===== config.mk =====
export PLATFORM = sky130hd
export DESIGN_NAME = msadc_sequencer
export DESIGN_NICKNAME = d
export VERILOG_FILES = /design/src/rtl/msadc_pkg.sv /design/src/rtl/msadc_ctrl.sv /design/src/rtl/msadc_datapath.sv /design/src/rtl/msadc_sequencer.sv
export SDC_FILE = /design/constraint.sdc
export NUM_CORES = 1
export LEC_CHECK = 0
export BUFFER_PORTS_ARGS = -buffer_cell sky130_fd_sc_hd__buf_2
export CAP_MARGIN = 20
export CORE_MARGIN = 1.5
export CORE_UTILIZATION = 46
export CTS_CLUSTER_SIZE = 8
export DETAILED_ROUTE_END_ITERATION = 6
export GPL_ROUTABILITY_DRIVEN = 0
export PLACE_DENSITY_LB_ADDON = 0.05
export SLEW_MARGIN = 20
export SYNTH_ARGS = -nofsm -noshare
export SYNTH_HDL_FRONTEND = slang
export SYNTH_HIERARCHICAL = 1
export SYNTH_SLANG_ARGS = --single-unit
export TNS_END_PERCENT = 30

===== constraint.sdc =====
create_clock -name clk -period 18.9 [get_ports clk]
set_input_delay 1.89 -clock clk [delete_from_list [all_inputs] [get_ports clk]]
set_output_delay 1.89 -clock clk [all_outputs]
set_load 0.01 [all_outputs]

===== src/rtl/msadc_pkg.sv =====
package msadc_pkg;

  typedef enum logic [1:0] {
    PH_IDLE,
    PH_RUNUP,
    PH_RUNDN
  } phase_e;

  // strobes from sequencing control to arithmetic datapath
  typedef struct packed {
    logic accClr;    // zero the runup balance
    logic accStep;   // ramp boundary: move balance by one
    logic accUp;     // direction of that move
    logic sumClr;    // zero the multi-conversion sum
    logic convDone;  // a conversion finishes this cycle
    logic rdNeg;     // rundown count is subtracted
    logic publish;   // last conversion: update reading, pulse done
  } seqStrobe_t;

  localparam logic [1:0] DIG_SHORT = 2'b00;
  localparam logic [1:0] DIG_AVG   = 2'b10;

endpackage


===== src/rtl/msadc_ctrl.sv =====
module msadc_ctrl
  import msadc_pkg::*;
#(
  parameter int RAMP_FAST   = 30,
  parameter int RAMP_SLOW   = 36,
  parameter int RUNUP_LONG  = 349,
  parameter int RUNUP_SHORT = 34,
  parameter int AVG_CONV    = 10,
  parameter int RD_RAMPS    = 64,
  parameter int CLK_W       = 6,
  parameter int RAMP_W      = 9,
  parameter int CONV_W      = 4,
  parameter int RD_W        = 12
) (
  input  logic             clk,
  input  logic             rstN,
  input  logic             startIn,
  input  logic [1:0]       digitsSel,
  input  logic             slow50,
  input  logic             cmpIn,
  output logic             busy,
  output logic             integEn,
  output logic             refUp,
  output logic             refDown,
  output logic             ovf,
  output logic [RD_W-1:0]  rdCount,
  output logic [CLK_W-1:0] rampLen,
  output seqStrobe_t       strobe
);

  localparam logic [RD_W-1:0]   LIM_FAST = RD_W'(RD_RAMPS * RAMP_FAST);
  localparam logic [RD_W-1:0]   LIM_SLOW = RD_W'(RD_RAMPS * RAMP_SLOW);
  localparam logic [RAMP_W-1:0] LONG_M1  = RAMP_W'(RUNUP_LONG - 1);
  localparam logic [RAMP_W-1:0] SHORT_M1 = RAMP_W'(RUNUP_SHORT - 1);
  localparam logic [CLK_W-1:0]  LEN_FAST = CLK_W'(RAMP_FAST);
  localparam logic [CLK_W-1:0]  LEN_SLOW = CLK_W'(RAMP_SLOW);

  phase_e              phase;
  logic [CLK_W-1:0]    clkCnt;
  logic [RAMP_W-1:0]   rampCnt;
  logic [RD_W-1:0]     rdCnt;
  logic [RD_W-1:0]     rdLimit;
  logic                rdSign;
  logic                shortSel;
  logic                avgSel;
  logic                slowSel;
  logic                busyR, integR, refUpR, refDnR, ovfR;
  logic                startOk, rampLast, runupLast;
  logic                flipSeen, limitHit, finish, lastConv;

  assign rampLen   = slowSel ? LEN_SLOW : LEN_FAST;
  assign rdLimit   = slowSel ? LIM_SLOW : LIM_FAST;
  assign startOk   = startIn && (phase == PH_IDLE);
  assign rampLast  = (clkCnt == rampLen - CLK_W'(1));
  assign runupLast = (rampCnt == (shortSel ? SHORT_M1 : LONG_M1));
  assign flipSeen  = (cmpIn != rdSign);
  assign limitHit  = !flipSeen && (rdCnt == rdLimit - RD_W'(1));
  assign finish    = (phase == PH_RUNDN) && (flipSeen || limitHit);
  assign rdCount   = limitHit ? rdLimit : rdCnt;

  // conversion counter exists only when averaging is configured
  generate
    if (AVG_CONV > 1) begin : g_avg
      localparam logic [CONV_W-1:0] CONV_M1 = CONV_W'(AVG_CONV - 1);
      logic [CONV_W-1:0] convCnt;
      always_ff @(posedge clk or negedge rstN) begin
        if (!rstN)                    convCnt <= '0;
        else if (startOk)             convCnt <= '0;
        else if (finish && !lastConv) convCnt <= convCnt + CONV_W'(1);
      end
      assign lastConv = !avgSel || (convCnt == CONV_M1);
    end else begin : g_single
      assign lastConv = 1'b1;
    end
  endgenerate

  always_comb begin
    strobe          = '0;
    strobe.accClr   = startOk || (finish && !lastConv);
    strobe.sumClr   = startOk;
    strobe.accStep  = (phase == PH_RUNUP) && (clkCnt == '0);
    strobe.accUp    = cmpIn;
    strobe.convDone = finish;
    strobe.rdNeg    = !rdSign;
    strobe.publish  = finish && lastConv;
  end

  always_ff @(posedge clk or negedge rstN) begin
    if (!rstN) begin
      phase    <= PH_IDLE;
      busyR    <= 1'b0;
      integR   <= 1'b0;
      refUpR   <= 1'b0;
      refDnR   <= 1'b0;
      ovfR     <= 1'b0;
      clkCnt   <= '0;
      rampCnt  <= '0;
      rdCnt    <= '0;
      rdSign   <= 1'b0;
      shortSel <= 1'b0;
      avgSel   <= 1'b0;
      slowSel  <= 1'b0;
    end else begin
      case (phase)
        PH_IDLE: begin
          if (startOk) begin
            shortSel <= (digitsSel == DIG_SHORT);
            avgSel   <= (digitsSel == DIG_AVG);
            slowSel  <= slow50;
            busyR    <= 1'b1;
            integR   <= 1'b1;
            ovfR     <= 1'b0;
            clkCnt   <= '0;
            rampCnt  <= '0;
            phase    <= PH_RUNUP;
          end
        end
        PH_RUNUP: begin
          if (clkCnt == '0) begin
            refDnR <= cmpIn;
            refUpR <= !cmpIn;
          end
          if (rampLast) begin
            clkCnt <= '0;
            if (runupLast) begin
              phase  <= PH_RUNDN;
              integR <= 1'b0;
              rdSign <= cmpIn;
              refDnR <= cmpIn;
              refUpR <= !cmpIn;
              rdCnt  <= '0;
            end else begin
              rampCnt <= rampCnt + RAMP_W'(1);
            end
          end else begin
            clkCnt <= clkCnt + CLK_W'(1);
          end
        end
        PH_RUNDN: begin
          if (finish) begin
            refUpR <= 1'b0;
            refDnR <= 1'b0;
            rdCnt  <= '0;
            if (limitHit) ovfR <= 1'b1;
            if (lastConv) begin
              phase <= PH_IDLE;
              busyR <= 1'b0;
            end else begin
              phase   <= PH_RUNUP;
              integR  <= 1'b1;
              clkCnt  <= '0;
              rampCnt <= '0;
            end
          end else begin
            rdCnt <= rdCnt + RD_W'(1);
          end
        end
        default: phase <= PH_IDLE;
      endcase
    end
  end

  assign busy    = busyR;
  assign integEn = integR;
  assign refUp   = refUpR;
  assign refDown = refDnR;
  assign ovf     = ovfR;

endmodule


===== src/rtl/msadc_datapath.sv =====
module msadc_datapath
  import msadc_pkg::*;
#(
  parameter int CLK_W  = 6,
  parameter int RD_W   = 12,
  parameter int ACC_W  = 10,
  parameter int READ_W = 24
) (
  input  logic              clk,
  input  logic              rstN,
  input  seqStrobe_t        strobe,
  input  logic [RD_W-1:0]   rdCount,
  input  logic [CLK_W-1:0]  rampLen,
  output logic [READ_W-1:0] reading,
  output logic              done
);

  logic signed [ACC_W-1:0]  acc;
  logic signed [READ_W-1:0] sum, readR;
  logic signed [READ_W-1:0] accExt, lenExt, cntExt, convVal;

  assign accExt  = {{(READ_W-ACC_W){acc[ACC_W-1]}}, acc};
  assign lenExt  = {{(READ_W-CLK_W){1'b0}}, rampLen};
  assign cntExt  = {{(READ_W-RD_W){1'b0}}, rdCount};
  assign convVal = accExt * lenExt + (strobe.rdNeg ? -cntExt : cntExt);

  always_ff @(posedge clk or negedge rstN) begin
    if (!rstN) begin
      acc   <= '0;
      sum   <= '0;
      readR <= '0;
      done  <= 1'b0;
    end else begin
      done <= strobe.publish;
      if (strobe.accClr)       acc <= '0;
      else if (strobe.accStep) acc <= strobe.accUp ? acc + ACC_W'(1) : acc - ACC_W'(1);
      if (strobe.sumClr) begin
        sum <= '0;
      end else if (strobe.convDone) begin
        if (strobe.publish) begin
          readR <= sum + convVal;
          sum   <= '0;
        end else begin
          sum <= sum + convVal;
        end
      end
    end
  end

  assign reading = readR;

endmodule


===== src/rtl/msadc_sequencer.sv =====
module msadc_sequencer
  import msadc_pkg::*;
#(
  parameter int RAMP_FAST   = 30,
  parameter int RAMP_SLOW   = 36,
  parameter int RUNUP_LONG  = 349,
  parameter int RUNUP_SHORT = 34,
  parameter int AVG_CONV    = 10,
  parameter int RD_RAMPS    = 64,
  parameter int READ_W      = 24
) (
  input  logic              clk,
  input  logic              rstN,
  input  logic              startIn,
  input  logic [1:0]        digitsSel,
  input  logic              slow50,
  input  logic              cmpIn,
  output logic              refUp,
  output logic              refDown,
  output logic              integEn,
  output logic [READ_W-1:0] reading,
  output logic              ovf,
  output logic              busy,
  output logic              done
);

  localparam int RAMP_MAX = (RAMP_SLOW > RAMP_FAST) ? RAMP_SLOW : RAMP_FAST;
  localparam int CLK_W    = $clog2(RAMP_MAX + 1);
  localparam int RAMP_W   = $clog2(RUNUP_LONG + 1);
  localparam int ACC_W    = RAMP_W + 1;
  localparam int CONV_W   = $clog2(AVG_CONV + 1);
  localparam int RD_W     = $clog2(RD_RAMPS * RAMP_MAX + 1);

  seqStrobe_t       strobe;
  logic [RD_W-1:0]  rdCount;
  logic [CLK_W-1:0] rampLen;

  msadc_ctrl #(
    .RAMP_FAST(RAMP_FAST), .RAMP_SLOW(RAMP_SLOW),
    .RUNUP_LONG(RUNUP_LONG), .RUNUP_SHORT(RUNUP_SHORT),
    .AVG_CONV(AVG_CONV), .RD_RAMPS(RD_RAMPS),
    .CLK_W(CLK_W), .RAMP_W(RAMP_W), .CONV_W(CONV_W), .RD_W(RD_W)
  ) u_ctrl (
    .clk(clk), .rstN(rstN), .startIn(startIn), .digitsSel(digitsSel),
    .slow50(slow50), .cmpIn(cmpIn), .busy(busy), .integEn(integEn),
    .refUp(refUp), .refDown(refDown), .ovf(ovf), .rdCount(rdCount),
    .rampLen(rampLen), .strobe(strobe)
  );

  msadc_datapath #(
    .CLK_W(CLK_W), .RD_W(RD_W), .ACC_W(ACC_W), .READ_W(READ_W)
  ) u_dp (
    .clk(clk), .rstN(rstN), .strobe(strobe), .rdCount(rdCount),
    .rampLen(rampLen), .reading(reading), .done(done)
  );

endmodule


==> flow_summary.yaml, run 1 <==
floorplan:
  coreArea_um2: 20300
  dieArea_um2: 21670
  initial_utilization: 0.4713
  io_pins: 37
  rows: 52
  dieHeight_um: 147.2
  die_width_um: 147.2
clock_network:
  clk_pin_slew_ns: 0.07
  postCtsHoldBufs: 0
  cts_sinks: 101
  clockRootBuffer: "clkbuf_16"
  htree_levels: 3
  cts_tree: "yes"
  post-cts-setup-buffers: 0
  insertion_delay_ns: 0.36
  cts_buffer_depth: 2
  cts_buffers: 9
  cts_resized: 0
routing:
  dr.pass1.iters: 5
  wl_per_cell_um: 17.00
  initialDrtViolationCount: 412
  drc: 0
  num_vias: 6924
  avgViaCountPerCell: 5.171
  totalWireLength_mm: 22.76
  antenna_left: 0
worst_setup_path:
  r2r_slack_ns: 11.12
  end_kind: "register"
  worst_r2r_path_depth: 25
  crit_fanout: 10
  cp_data_arrival_time_ns: 8.34
  r2r_end: "u_dp/sum[20]$_DFFE_PN0P_"
  timing.rr.start: "u_ctrl/slowSel$_DFFE_PN0P_"
  required_ns: 19.14
  critical_path_class: "in -> reg"
  cp-start-kind: "input port"
min_path:
  hold-path-cell-count: 2
  holdCritPathClass: "reg -> reg"
  min-delay-start: "u_dp/reading[11]$_DFFE_PN0P_"
  hold_end: "u_dp/reading[11]$_DFFE_PN0P_"
grt:
  grt_pass1_vias: 6978
  grt_max_degree: 55
  grtUsageTotal: 0.2262
  grt_pass1_wl_mm: 38.09
  use_met3: 0.01894
  antenna_found_initial: 0
  top_usage_layer: "met1"
  grt_util_met1: 0.3479
  grt_use_met2: 0.3455
  grt-ovfl-total: 0
synth:
  netlist_top_cells_area: "dfrtp_1 (26%), fa_1 (22%), ha_1 (7.6%), inv_1 (7.5%), nand2_1 (4.0%)"
  avgSynthCellArea_um2: 9.138
  synth_cell_types: 71
  synth.top_cell.area_share: 0.2642
  seq_area_frac_synth: 0.2642
  async_flop_share: 1.000
  synth_area_um2: 9568
  synth_seq_cells: 101
  synth_warnings: 6
  syn_nets: 1215
  synthCells: 1047
  synth_edf_count: 0
  synth_top_area_cell: "dfrtp_1"
  synth_ff_type: "dfrtp_1"
layout:
  fillerInstances: 1956
  diodes: 0
  drive_above_1_share: 0.07858
  nets: 1232
  syn_to_final_growth_pct: 7.271
timing:
  fmax_ghz: 0.1235
  rsz0062_at_grt: "false"
  hold_viol_final: 0
  fin_crit_sh: 0.4285
  slew_headroom: 0.3389
  fin_crit_ns: 8.099
  finalSetupViolCount: 0
  tightest_slew_ns: 0.9889
  finalClockSkew_ns: 0.01168
  fin_tns_setup_ns: 0
  drv_slew: 0
placed_design:
  io_buffers: 36
  hpwlAfterDp_mm: 17.74
status:
  status: "finished clean"
flow_run:
  maxCapViolations: 0
-- how the worst max path moves through the flow --
stage / slack [ns] / cells after the start / to / from
floorplan: 11.24 / 22 / u_dp/sum[20]$_DFFE_PN0P_ / cmpIn
global placement: 10.51 / 25 / u_dp/sum[20]$_DFFE_PN0P_ / cmpIn
detailed placement: 10.41 / 25 / u_dp/sum[20]$_DFFE_PN0P_ / cmpIn
CTS: 10.78 / 25 / u_dp/sum[20]$_DFFE_PN0P_ / cmpIn
global route: 10.30 / 25 / u_dp/sum[22]$_DFFE_PN0P_ / cmpIn
finish: 10.80 / 23 / u_dp/sum[20]$_DFFE_PN0P_ / cmpIn
-- cell families after synthesis --
kind of cell    Yosys count  share of synthesized area
flops                   101                     0.2642
other cells               2                  0.0007849
compound gates          186                     0.1262
simple gates            296                     0.1547
mux                      16                    0.01752
fa+ha+maj               161                     0.2914
xor+xnor                 57                    0.05218
buf+inv                 228                    0.09311
-- stage by stage --
stage	worst slack, ns	cell area (um^2)	hold WS (ns)	instances	utilization
5_1_grt	10.30	10260	0.5160	1339	0.5056
3_3_place_gp	10.51	9958	0.4624	1323	0.4906
4_1_cts	10.78	10260	0.4859	1339	0.5055
3_5_place_dp	10.41	9958	0.4688	1323	0.4906
6_report	10.80	10260	0.4801	1339	0.5056
2_1_floorplan	11.24	9568	0.4498	1047	-
-- flip-flops by register name (all words and copies together) (netlist names), 2 cells and up --
register	flops
u_ctrl/phase	2
u_ctrl/rdCnt	12
u_dp/sum	24
u_ctrl/rampCnt	9
u_ctrl/g_avg.convCnt	4
u_ctrl/clkCnt	6
u_dp/reading	24
u_dp/acc	10
-- cell type report --
cell class / count / area, um^2 / share of cell area
multi-input cells: 718 / 6155 / 0.5997
repair buffers: 40 / 212.7 / 0.02072
clock inverters: 7 / 77.57 / 0.007558
flip-flops and latches: 101 / 2527 / 0.2463
inverters: 194 / 728.2 / 0.07095
clock buffers: 9 / 225.2 / 0.02194
well taps: 270 / 337.8 / 0.03291
-- per-layer routing --
metal / vias up / wire, um
li1: 3391 / -
met1: 3407 / 11720
met2: 109 / 10180
met3: 17 / 582
met4: 0 / 282
met5: - / 0
-- layout by cell type (no fill, tap or decap), types with 4 or more instances in the layout --
cell,synthesis,routed
and2_1,41,41
o21ai_0,68,68
a21oi_1,29,29
and3_1,7,7
a211oi_1,6,6
o21ai_1,10,10
a22o_1,7,7
nor3_1,10,10
nor2_1,58,56
buf_4,8,5
o211ai_1,7,7
nand3b_1,4,4
xnor2_1,28,28
nand3_1,20,20
nor2b_1,12,12
o21a_1,12,12
inv_1,192,192
clkbuf_16,0,9
nand4_1,8,8
or4_1,4,4
ha_1,58,58
xor2_1,29,29
mux2_2,5,5
dfrtp_1,101,101
nand2b_1,6,6
nand2_1,102,102
a21o_1,9,9
mux2i_1,10,10
o31ai_1,8,8
fa_1,103,103
buf_2,4,35
-- worst max-delay path, stage by stage --
cell,delay (ns)
buf_2,0.16
xor2_1,0.20
nor2_1,0.48
nor2b_1,0.19
or4_4,0.59
or4_4,0.48
o21ai_4,0.17
xor2_1,0.25
fa_1,0.46
inv_1,0.09
fa_1,0.41
inv_1,0.07
fa_1,0.43
fa_1,0.54
inv_1,0.04
ha_1,0.37
a2111oi_0,0.36
o21ai_1,0.15
nand3_1,0.14
o2bb2ai_1,0.28
or4bb_1,0.21
o21ai_2,0.06
a221o_1,0.30
-- Yosys cell counts, types with 3 or more instances --
master	n
o211ai_1	7
o21bai_1	3
a211oi_1	6
mux2_2	5
and3_1	7
clkbuf_1	21
nand4_1	8
o21ai_0	68
or4_1	4
o21a_1	12
buf_2	4
dfrtp_1	101
mux2i_1	10
o41ai_1	3
ha_1	58
a21oi_1	29
inv_1	192
xnor2_1	28
fa_1	103
nand3_1	20
buf_4	8
nand2_2	3
nand3b_1	4
and2_1	41
nor3_1	10
nor2_1	58
or4_4	3
nand2b_1	6
nor4_1	3
o31ai_1	8
nand2_1	102
nor2b_1	12
o21ai_1	10
a21o_1	9
xor2_1	29
a22o_1	7
Power of run 1 is not shown: default switching activity piles up to over one toggle a cycle in this logic, so the estimate is an artifact.
==> inputs of run 2 (changes only) <==
Settings changed: ABC_AREA from default to 1.
Clock period 18.9 ns to 8.05 ns, I/O delays scaled along.
==> run 2 against run 1 <==
  * Design area rose by 9.8%
  * Die area increased by 11%
  * Register-to-register slack worse by 9.9 ns
  * Largest cell class unchanged
  * Utilization shrank 0.78 points
  * Via count up 27%
  * Non-clock buffer count decreased by 1
  * Sequential share of layout area is 2.2 points lower
  * Count of clock-buffer cells in the layout unchanged
  * Flip-flop and latch count stayed put
  * Clock skew shrank 0.00070 ns
  * Area after synthesis grew 11%
  * Synthesized cell count increased by 37%
==> flow_summary.yaml, run 2 <==
layout:
  nets: 1614
  mostFrequentLayoutCell: "nand2_1"
  fillerInstances: 2294
  final_cell_mix: "nand2_1 (374), inv_1 (352), fa_1 (103)"
  drive_above_1_share: 0.07443
  diodes: 0
  syn_to_final_growth_pct: 6.327
timing:
  fin_crit_sh: 0.8469
  hold_viol_final: 0
  finalClockSkew_ns: 0.01098
  fin_crit_ns: 6.818
  slew_headroom: 0.3339
  rsz0062_at_grt: "false"
  fin_tns_setup_ns: 0
  tightest_slew_ns: 0.9955
  fmax_ghz: 0.1467
  finalSetupViolCount: 0
  drv_slew: 0
floorplan:
  dieArea_um2: 23960
  coreArea_um2: 22640
  io_pins: 37
  die_width_um: 154.8
  rows: 55
  dieHeight_um: 154.8
  initial_utilization: 0.4682
synth:
  synth.most_common_cell: "nand2_1"
  netlist_top_cells_area: "dfrtp_1 (24%), fa_1 (19%), nand2_1 (13%), inv_1 (12%), ha_1 (6.8%)"
  syn_nets: 1598
  synth_commonest_cells: "nand2_1 (374), inv_1 (352), fa_1 (103)"
  synth_seq_cells: 101
  synth_ff_type: "dfrtp_1"
  synth_area_um2: 10600
  synth_top_area_cell: "dfrtp_1"
  async_flop_share: 1.000
  seq_area_frac_synth: 0.2384
  synth_edf_count: 0
  synth.top_cell.area_share: 0.2384
  synth_cell_types: 49
  avgSynthCellArea_um2: 7.413
  synthCells: 1430
  synth_warnings: 6
routing:
  initialDrtViolationCount: 525
  num_vias: 8773
  totalWireLength_mm: 28.19
  avgViaCountPerCell: 5.054
  dr.pass1.iters: 5
  drc: 0
  wl_per_cell_um: 16.24
  antenna_left: 0
worst_setup_path:
  critical_path_class: "reg -> reg"
  cp-startpoint: "u_ctrl/slowSel$_DFFE_PN0P_"
  timing.rr.start: "u_ctrl/slowSel$_DFFE_PN0P_"
  end_kind: "register"
  worst_r2r_path_depth: 34
  slowest_delay_ns: 0.69
  cp_common_cell: "inv_1"
  r2r_slack_ns: 1.23
  required_ns: 8.31
  crit_fanout: 14
  cpMaxStageDelayCell: "dfrtp_1"
  cp_data_arrival_time_ns: 7.08
  r2r_end: "u_dp/reading[23]$_DFFE_PN0P_"
  setup.worst_path.end: "u_dp/reading[23]$_DFFE_PN0P_"
  cp-start-kind: "register"
placed_design:
  hpwlAfterDp_mm: 22.15
  io_buffers: 36
min_path:
  holdCritPathClass: "reg -> reg"
clock_network:
  cts_sinks: 101
  post-cts-setup-buffers: 0
  postCtsHoldBufs: 0
  cts_resized: 0
  clockRootBuffer: "clkbuf_16"
  insertion_delay_ns: 0.37
  cts_buffers: 9
  cts_tree: "yes"
  cts_buffer_depth: 2
  clk_pin_slew_ns: 0.08
  htree_levels: 3
grt:
  antenna_found_initial: 0
  grt_pass1_vias: 8931
  grt-ovfl-total: 0
  grt_max_degree: 57
  grt_pass1_wl_mm: 47.56
  grtUsageTotal: 0.2576
status:
  status: "finished clean"
flow_run:
  maxCapViolations: 0
[run 2: logic make-up after synthesis]
| kind of cell | Yosys count | synth area share |
|---|---|---|
| and+or+nand+nor | 643 | 0.2753 |
| AOI/OAI and AO/OA | 102 | 0.05501 |
| xor gates and xnor gates | 27 | 0.02231 |
| adders and majority gates | 161 | 0.2630 |
| other | 2 | 0.0007085 |
| DFF | 101 | 0.2384 |
| buffers and inverters | 394 | 0.1453 |
[run 2: layer usage]
layer	wire, um	part of all wire	global-route usage	up-vias
li1	-	-	-	4330
met1	13400	0.48	0.3620	4216
met2	13020	0.46	0.4290	201
met3	1306	0.046	0.02522	26
met4	460	0.016	0.06273	0
met5	0	0	0	-
[run 2: how the worst min path moves through the flow]
stage / cells past startpoint / startpoint / end / slack [ns]
after floorplan: 2 / u_dp/sum[20]$_DFFE_PN0P_ / u_dp/sum[20]$_DFFE_PN0P_ / 0.45
after global placement: 2 / u_dp/reading[13]$_DFFE_PN0P_ / u_dp/reading[13]$_DFFE_PN0P_ / 0.46
after detailed placement: 2 / u_dp/reading[18]$_DFFE_PN0P_ / u_dp/reading[18]$_DFFE_PN0P_ / 0.46
after CTS: 2 / u_dp/reading[12]$_DFFE_PN0P_ / u_dp/reading[12]$_DFFE_PN0P_ / 0.49
after global routing: 2 / u_ctrl/avgSel$_DFFE_PN0P_ / u_ctrl/avgSel$_DFFE_PN0P_ / 0.52
final: 2 / u_dp/reading[13]$_DFFE_PN0P_ / u_dp/reading[13]$_DFFE_PN0P_ / 0.48
[run 2: worst max-delay path, delay by kind of cell, from the launching register on]
family	cells	cell delay [ns]
and+or+nand+nor	18	2.50
buffers and inverters	10	1.13
adders and majority gates	6	2.40
DFF	1	0.69
[run 2: final cells by class]
type,instances,area [um^2],share of cell area
tap,285,356.6,0.03164
timing repair buffer,39,205.2,0.01821
clock buffer,9,225.2,0.01998
multi-input combinational,935,6533,0.5796
clock inverter,7,72.57,0.006439
sequential,101,2527,0.2242
inverter,360,1351,0.1199
[run 2: per-stage QoR]
step | util | setup slack [ns] | area (um^2) | hold slack (ns) | instances
finish | 0.4978 | 1.232 | 11270 | 0.4827 | 1736
global route | 0.4978 | 0.6812 | 11270 | 0.5198 | 1736
CTS | 0.4978 | 1.364 | 11270 | 0.4862 | 1736
detailed placement | 0.4847 | 1.322 | 10970 | 0.4628 | 1720
global placement | 0.4847 | 1.260 | 10970 | 0.4588 | 1720
floorplan | - | 2.329 | 10600 | 0.4491 | 1430
Power of run 2 is left out for the same reason.
